--- src/rtl/sgi_pkg.sv ---
package sgi_pkg;
  typedef enum logic [1:0] {
    FLT_LIST   = 2'd0,
    FLT_OTHERS = 2'd1,
    FLT_SELF   = 2'd2,
    FLT_ALL    = 2'd3
  } sgi_filt_e;

  localparam int NUM_LSB   = 0;
  localparam int NUM_W     = 10;
  localparam int LIST_LSB  = 16;
  localparam int FLT_LSB   = 24;
  localparam int SRC_W     = 3;
  localparam int RSP_W     = NUM_W + SRC_W;
  localparam logic [RSP_W-1:0] RSP_NONE = RSP_W'(10'h3FF);
endpackage

--- src/rtl/sgi_target_decode.sv ---
module sgi_target_decode
  import sgi_pkg::*;
#(
  parameter int NCPU = 8,
  parameter int NID  = 16,
  parameter int CW   = 3,
  parameter int IW   = 4
) (
  input  logic            valid,
  input  logic [CW-1:0]   src,
  input  logic [31:0]     word,
  output logic            hit,
  output logic [IW-1:0]   id,
  output logic [NCPU-1:0] tmask
);
  logic [NUM_W-1:0] num;
  logic [NCPU-1:0]  self_m;
  logic [NCPU-1:0]  all_m;
  logic             unused_bits;

  assign num         = word[NUM_LSB +: NUM_W];
  assign all_m       = '1;
  assign self_m      = NCPU'(1) << src;
  assign hit         = valid && (num < NUM_W'(NID));
  assign id          = num[IW-1:0];
  assign unused_bits = ^{word[31:FLT_LSB+2], word[LIST_LSB-1:NUM_W], word[LIST_LSB+7:LIST_LSB]};

  always_comb begin
    unique case (sgi_filt_e'(word[FLT_LSB +: 2]))
      FLT_LIST:   tmask = word[LIST_LSB +: NCPU];
      FLT_OTHERS: tmask = all_m & ~self_m;
      FLT_SELF:   tmask = self_m;
      default:    tmask = all_m;
    endcase
  end
endmodule

--- src/rtl/sgi_src_cell.sv ---
module sgi_src_cell #(
  parameter int NCPU = 8,
  parameter int CW   = 3
) (
  input  logic            clk,
  input  logic            rst_n,
  input  logic            req_hit,
  input  logic [CW-1:0]   req_src,
  input  logic            ack_hit,
  input  logic            wr_hit,
  input  logic            wr_set,
  input  logic [NCPU-1:0] wr_data,
  output logic [NCPU-1:0] bits
);
  logic [NCPU-1:0] lowest;
  logic [NCPU-1:0] nxt;

  assign lowest = bits & (~bits + NCPU'(1));

  always_comb begin
    nxt = bits;
    if (ack_hit)            nxt = nxt & ~lowest;
    if (wr_hit && !wr_set)  nxt = nxt & ~wr_data;
    if (wr_hit && wr_set)   nxt = nxt | wr_data;
    if (req_hit)            nxt = nxt | (NCPU'(1) << req_src);
  end

  always_ff @(posedge clk) begin
    if (!rst_n) bits <= '0;
    else        bits <= nxt;
  end
endmodule

--- src/rtl/sgi_ack_resp.sv ---
module sgi_ack_resp
  import sgi_pkg::*;
#(
  parameter int NCPU = 8,
  parameter int CW   = 3,
  parameter int IW   = 4
) (
  input  logic             clk,
  input  logic             rst_n,
  input  logic             ack_valid,
  input  logic [IW-1:0]    ack_id,
  input  logic [NCPU-1:0]  sel_bits,
  output logic             rsp_valid,
  output logic [RSP_W-1:0] rsp_data
);
  logic [CW-1:0] src;

  always_comb begin
    src = '0;
    for (int k = NCPU - 1; k >= 0; k--) begin
      if (sel_bits[k]) src = CW'(k);
    end
  end

  always_ff @(posedge clk) begin
    if (!rst_n) begin
      rsp_valid <= 1'b0;
      rsp_data  <= '0;
    end else begin
      rsp_valid <= ack_valid;
      if (ack_valid) begin
        rsp_data <= (|sel_bits) ? {SRC_W'(src), NUM_W'(ack_id)} : RSP_NONE;
      end
    end
  end
endmodule

--- src/rtl/sgi_dispatch.sv ---
module sgi_dispatch
  import sgi_pkg::*;
#(
  parameter  int NCPU = 8,
  parameter  int NID  = 16,
  localparam int CW   = (NCPU > 1) ? $clog2(NCPU) : 1,
  localparam int IW   = (NID > 1) ? $clog2(NID) : 1
) (
  input  logic                 clk,
  input  logic                 rst_n,
  input  logic                 sgi_valid,
  input  logic [CW-1:0]        sgi_src,
  input  logic [31:0]          sgi_word,
  input  logic                 ack_valid,
  input  logic [CW-1:0]        ack_cpu,
  input  logic [IW-1:0]        ack_id,
  output logic                 ack_rsp_valid,
  output logic [RSP_W-1:0]     ack_rsp_data,
  input  logic                 bm_valid,
  input  logic [CW-1:0]        bm_cpu,
  input  logic [IW-1:0]        bm_id,
  input  logic                 bm_set,
  input  logic [NCPU-1:0]      bm_data,
  input  logic [CW-1:0]        rd_cpu,
  input  logic [IW-1:0]        rd_id,
  output logic [NCPU-1:0]      rd_bits,
  output logic [NCPU*NID-1:0]  pend
);
  localparam int NCELL = NCPU * NID;

  logic            dec_hit;
  logic [IW-1:0]   dec_id;
  logic [NCPU-1:0] dec_mask;
  logic [NCPU-1:0] cell_bits [NCELL];
  logic [NCPU-1:0] ack_sel;

  sgi_target_decode #(.NCPU(NCPU), .NID(NID), .CW(CW), .IW(IW)) u_dec (
    .valid (sgi_valid),
    .src   (sgi_src),
    .word  (sgi_word),
    .hit   (dec_hit),
    .id    (dec_id),
    .tmask (dec_mask)
  );

  for (genvar c = 0; c < NCPU; c++) begin : g_cpu
    for (genvar i = 0; i < NID; i++) begin : g_num
      localparam int K = c * NID + i;
      logic rh, ah, wh;
      assign rh = dec_hit && dec_mask[c] && (dec_id == IW'(i));
      assign ah = ack_valid && (ack_cpu == CW'(c)) && (ack_id == IW'(i));
      assign wh = bm_valid && (bm_cpu == CW'(c)) && (bm_id == IW'(i));

      sgi_src_cell #(.NCPU(NCPU), .CW(CW)) u_cell (
        .clk     (clk),
        .rst_n   (rst_n),
        .req_hit (rh),
        .req_src (sgi_src),
        .ack_hit (ah),
        .wr_hit  (wh),
        .wr_set  (bm_set),
        .wr_data (bm_data),
        .bits    (cell_bits[K])
      );
      assign pend[K] = |cell_bits[K];
    end
  end

  always_comb begin
    ack_sel = '0;
    rd_bits = '0;
    if ((int'(ack_cpu) < NCPU) && (int'(ack_id) < NID))
      ack_sel = cell_bits[int'(ack_cpu) * NID + int'(ack_id)];
    if ((int'(rd_cpu) < NCPU) && (int'(rd_id) < NID))
      rd_bits = cell_bits[int'(rd_cpu) * NID + int'(rd_id)];
  end

  sgi_ack_resp #(.NCPU(NCPU), .CW(CW), .IW(IW)) u_rsp (
    .clk       (clk),
    .rst_n     (rst_n),
    .ack_valid (ack_valid),
    .ack_id    (ack_id),
    .sel_bits  (ack_sel),
    .rsp_valid (ack_rsp_valid),
    .rsp_data  (ack_rsp_data)
  );
endmodule

--- config.mk ---
export PLATFORM = sky130hd
export DESIGN_NAME = sgi_dispatch
export DESIGN_NICKNAME = d
export VERILOG_FILES = /design/src/rtl/sgi_pkg.sv /design/src/rtl/sgi_target_decode.sv /design/src/rtl/sgi_src_cell.sv /design/src/rtl/sgi_ack_resp.sv /design/src/rtl/sgi_dispatch.sv
export SDC_FILE = /design/constraint.sdc
export NUM_CORES = 2
export LEC_CHECK = 0
export BUFFER_PORTS_ARGS = -buffer_cell sky130_fd_sc_hd__buf_2
export CAP_MARGIN = 20
export CORE_MARGIN = 5
export CORE_UTILIZATION = 35
export DETAILED_ROUTE_END_ITERATION = 16
export GPL_ROUTABILITY_DRIVEN = 1
export PLACE_DENSITY_LB_ADDON = 0.08
export SKIP_LAST_GASP = 1
export SLEW_MARGIN = 20
export SYNTH_ARGS = -nofsm -noshare
export SYNTH_HDL_FRONTEND = slang
export SYNTH_HIERARCHICAL = 1
export SYNTH_SLANG_ARGS = --single-unit
--- constraint.sdc ---
create_clock -name clk -period 3.65 [get_ports clk]
set_input_delay 0.5475 -clock clk [delete_from_list [all_inputs] [get_ports clk]]
set_output_delay 0.5475 -clock clk [all_outputs]
set_load 0.03 [all_outputs]
== Word-level counts from Yosys, hierarchy flattened ==
Index checks and enable logic that the tools add are counted.

* Add/sub/neg operators: 130
* $lt $le $gt $ge: 3
* Equality and inequality tests: 61
* Shift-type cells: 1
* Mux-type cells: 528
* Bitwise logic cells: 900
* Reduce and logical (&&, ||, !) cells: 801

{| class="wikitable"
|+ Operators with widths
! kind !! number
|-
| $mux W8 || 516
|-
| $and A8 B8 Y8 || 384
|-
| $not A8 Y8 || 258
|-
| $or A8 B8 Y8 || 256
|-
| $reduce_or A8 Y1 || 129
|-
| $add A8 B1 Y8 const B || 128
|-
| $logic_and A1 B1 Y1 || 665
|-
| $bmux W8 S7 || 2
|-
| $eq A4 B4 Y1 const B || 24
|-
| $ge A32 B8 Y1 const B || 2
|-
| $not A8 Y32 || 2
|-
| $eq A4 B3 Y1 const B || 12
|-
| $eq A3 B3 Y1 const B || 8
|-
| $eq A4 B2 Y1 const B || 6
|-
| $mux W3 || 8
|-
| $pmux W8 S3 || 1
|-
| $add A7 B4 Y8 || 2
|-
| $mux W13 || 1
|-
| $eq A3 B2 Y1 const B || 4
|-
| $eq A4 B1 Y1 const B || 3
|-
| $logic_not A4 Y1 || 3
|-
| $lt A10 B5 Y1 const B || 1
|-
| $shl A1 B3 Y8 const A || 1
|-
| $eq A3 B1 Y1 const B || 2
|-
| 5 further kinds || 6
|}

* Register bits: 1038

== Depth between registers and ports, before layout ==
* Depth in word-level cells: 14
* Depth in mapped cells: 16
* Depth with buffers taken out: 10

== Modules after synthesis ==
Netlist, hierarchy kept.

{| class="wikitable"
|+ Modules (own cells, without submodules)
! module !! instances !! cells each !! area an instance (µm²)
|-
| sgi_src_cell || 128 || 56 || 456.7
|-
| sgi_dispatch || 1 || 2173 || 20594.8
|-
| sgi_ack_resp || 1 || 45 || 452.9
|-
| sgi_target_decode || 1 || 35 || 300.3
|}

== Worst setup path after synthesis ==
No wires, ideal clock.

* Kind: input -> register
* From: in ack_id[0]
* To: reg g_cpu[7].g_num[13].u_cell.bits[7]
* Setup time: 0.116 ns
* Arrival time: 3.368 ns
* Path slack: 0.166 ns
* Cell stages on the path: 12
* Path through: buf_4 > buf_4 > buf_6 > buf_4 > buf_4 > buf_6 > nor2b_1 > nand3_1 > nor2_1 > or4b_4 > or3_1 > a41o_1

* Cells in the longest elaborated chain, start to end: 9

{| class="wikitable"
|+ RTL lines
! what !! line !! source
|-
| start: declaration || sgi_dispatch.sv:16 || <nowiki>input logic [IW-1:0] ack_id,</nowiki>
|-
| $eq A4 B4 Y1 (*) || sgi_dispatch.sv:51 || <nowiki>assign ah = ack_valid && (ack_cpu == CW'(c)) && (ack_id == IW'(i));</nowiki>
|-
| $logic_and A1 B1 Y1 (*) || sgi_dispatch.sv:51 ||
|-
| named net g_cpu[7].g_num[13].ah || sgi_dispatch.sv:49 || <nowiki>logic rh, ah, wh;</nowiki>
|-
| $mux W8 (*) || sgi_src_cell.sv:22 || <nowiki>if (ack_hit) nxt = nxt & ~lowest;</nowiki>
|-
| $and A8 B8 Y8 || sgi_src_cell.sv:23 || <nowiki>if (wr_hit && !wr_set) nxt = nxt & ~wr_data;</nowiki>
|-
| $mux W8 (*) || sgi_src_cell.sv:23 ||
|-
| $or A8 B8 Y8 || sgi_src_cell.sv:24 || <nowiki>if (wr_hit && wr_set) nxt = nxt | wr_data;</nowiki>
|-
| $mux W8 (*) || sgi_src_cell.sv:24 ||
|-
| $or A8 B8 Y8 || sgi_src_cell.sv:25 || <nowiki>if (req_hit) nxt = nxt | (NCPU'(1) << req_src);</nowiki>
|-
| $mux W8 (*) || sgi_src_cell.sv:25 ||
|-
| end signal: assignment || sgi_src_cell.sv:30 || <nowiki>else bits <= nxt;</nowiki>
|-
| end: declaration || sgi_src_cell.sv:13 || <nowiki>output logic [NCPU-1:0] bits</nowiki>
|}

The timed path passes the listed nets; every way through them passes the cells marked *.
A chain may end at the register's enable or synchronous reset.

== Worst setup path in the final report ==
* From: reg g_cpu[7].g_num[8].u_cell.bits[7]
* To: out rd_bits[7]

* Cells in the longest elaborated chain, start to end: 3

{| class="wikitable"
|+ RTL lines
! what !! line !! source
|-
| start: declaration || sgi_src_cell.sv:13 ||
|-
| start signal: assignment || sgi_src_cell.sv:30 ||
|-
| $bmux W8 S7 || sgi_dispatch.sv:75 || <nowiki>rd_bits = cell_bits[int'(rd_cpu) * NID + int'(rd_id)];</nowiki>
|-
| $mux W8 (not written as such) (2 in series) || sgi_dispatch.sv:75 ||
|-
| end: declaration || sgi_dispatch.sv:26 || <nowiki>output logic [NCPU-1:0] rd_bits,</nowiki>
|}

Every way passes these cells. The select of a mux whose other input is x is not followed.

==> qor.txt <==
Top post-synthesis cells by area = dfxtp_1 26%, mux4_2 14%, nand2_1 5.8%, a32oi_1 5.6%, a21oi_1 4.4%
Chip width = 487.5 um
Fillers = 22470
Post-synth top area share = 25.91%
Average size of a mapped cell = 8.471 um^2
Count leader, synth = nand2_1
DR WL/cell = 34.79 um
Post-synth cell types = 68
Total of max-cap violations = 0
Post-route minimum period = 3.774 ns
Later-pin clock latency in the skew report = 0.84 ns
Leakage = 33.65 nW
Placed Cells = 13240
Asr flop ratio synth = 0%
Yosys top cell by area = dfxtp_1
CTS clk-pin slew, worst paths = 0.06 ns
Io pins = 220
Post-Layout Cell Count = 13540
WL final = 471000 um
Hpwl dp = 342100 um
Vias in the first global route = 87660
Worst-margin pin slew = 1.254 ns
Top cells by count, synth = 1243 x nand2_1, 1033 x dfxtp_1, 694 x a21oi_1
Die ar. = 237700 um^2
CTS buffer count = 144
CP arrival = 3.23 ns
Area Growth Syn to Fin = 22.60%
Fin nets = 10460
WHS = 0.2064 ns
Kind of start point of the critical path = flip-flop
CTS H-tree depth = 4
Synth Flop Type = dfxtp_1
CP max FO = 4
Beginning of the worst hold path = bm_data[6]
Antenna violations before repair = 46
Gr ovfl total = 0
Layout cells sized above 1 = 23.87%
Drt via density = 6.962
Start point of the critical path = g_cpu[7].g_num[8].u_cell/bits[7]
CTS Root Buffer Type = clkbuf_16
Post-synth EDFFs = 0
First-pass GRT wire length = 659200 um
Setup Skew = 0.02591 ns
Synth Register Bits = 1033
Clk sinks = 1033
Endpoints failing hold = 0
Mapped Cells = 9421
CTS tree = yes
Core Region = 227100 um^2
DIE HEIGHT = 487.5 um
Pwr dens = 310.9 nW/um^2
Worst IR Drop VDD = 0.0004348 V
Row count = 175
Fmax = 0.2650 GHz
Hold Path Class = input port to flip-flop
Port Buffer Count = 207
Worst r2r path cells = 13
Pre-CTS WS = -0.5898 ns
Via count = 94260
CTS Buffer Depth = 3
Req. time, crit path = 3.10 ns
Area of the multi-input gates = 56810 um^2
Reg area = 20880 um^2
Failing checks = negative setup slack
Setup Viol. Count Final = 7
Period utilization = 103.4%
Seq/Total Area, Yosys = 25.91%
Post-Syn Nets = 9491
GP Congestion = 1.031
Remaining DRCs = 0
Run status = finished with violations
Worst Slack Setup Final = -0.1242 ns
DRT Pass-1 Iters = 7
Yosys warnings = 6
Initial core utilization = 35.15%
Maximum number of pins on one net before global-route repair = 153
RSZ-0062 raised after global routing = yes
FF-to-FF Start = g_cpu[1].g_num[3].u_cell/bits[2]
CP Class = flip-flop to output port
Core Util, Final = 43.09%
WHS Path Cells = 4
Global-route usage over all layers = 37.67%
Initial drt markers = 13330
Final ANT Viol Nets = 0
Slew Limit Fails = 0
Critical path capture point type = output port
Cell Area, Synth = 79800 um^2
Headroom to the max-slew limit = 16.20%
Total Power = 30.42 mW
## layer usage
| layer | part of all wire [%] | vias to the layer above | GRT usage, % |
|---|---|---|---|
| li1 | - | 39730 | - |
| met4 | 8.1 | 32 | 25.76 |
| met2 | 41 | 6704 | 54.45 |
| met5 | 0.044 | - | 0 |
| met3 | 11 | 1237 | 8.782 |
| met1 | 39 | 46560 | 49.70 |
## state kept, by name, indices dropped and copies added (netlist names)
name and flops:
u_rsp/rsp_data 8, g_cpu.g_num.u_cell/bits 1024, u_rsp/rsp_valid 1
## metrics by stage
stage / area, um^2 / setup TNS [ns]
global route: 97790 / -0.3218
global placement: 92060 / -9.637
detailed placement: 92060 / -8.887
floorplan: 79800 / 0
CTS: 97470 / -0.3083
finish: 97840 / -0.4208
## path summary, 6_finish.rpt
kind                                      endpoint  slack, ns
hold / removal    g_cpu[7].g_num[0].u_cell/bits[6]       0.21
setup / recovery                        rd_bits[7]      -0.12
setup reg to reg                 u_rsp/rsp_data[1]       0.10
hold reg to reg                  u_rsp/rsp_data[0]       0.54
## critical path, cell delays in order, from the launching register on
cell,delay (ns)
dfxtp_1,0.47
mux4_2,0.36
o22ai_1,0.10
or4_4,0.57
a21oi_2,0.44
or4_4,0.30
buf_6,0.15
## cell usage in the layout, fill, tap and decap left out, types with 131 or more instances in the layout
master and instances:
buf_4 968, nor2_1 564, o211ai_1 132, o21ai_0 273, nand3_1 426, a21oi_1 674, nand2b_1 139, mux4_2 493
a32oi_1 513, a31oi_1 132, or3_1 258, nor4_1 256, o2111ai_1 257, inv_1 132, dfxtp_1 916, a22oi_1 282
nand2_1 1242, clkbuf_16 147, o2bb2ai_1 256, buf_2 180, nand3b_1 263, and2_1 131, nor2b_1 536, nand4_1 134
mux2i_1 142
## logic make-up after synthesis
| kind of cell | after synthesis | share of synthesized area (%) |
|---|---|---|
| AND/OR/NAND/NOR | 4290 | 29.26 |
| multiplexers | 655 | 16.05 |
| AO/OA/AOI/OAI | 2830 | 25.28 |
| flip-flops | 1033 | 25.91 |
| buffers and inverters | 613 | 3.498 |
## cell type report
type	instances	area share, %
flip-flops and latches	1033	21.34
clock buffers	219	4.331
well taps	3009	3.848
clock inverters	43	0.5346
diodes	28	0.07162
inverters	132	0.5064
multi-input cells	7775	58.07
repair buffers	1300	11.30
## timing repair
action	CTS	global route
setup endpoints to repair	8	8
cloned	1	1
setup buffers	14	16
hold buffers	0	0
pin swaps	23	11
gates resized for setup	211	73
hold endpoints to repair	0	0
## power by group
group          switching, mW  leakage (nW)  internal [mW]
sequential            0.0351          8.38           11.3
combinational           3.08          22.9           1.21
clock                   6.22          2.33           8.60
Note: power is estimated with default switching activity, not from simulation.
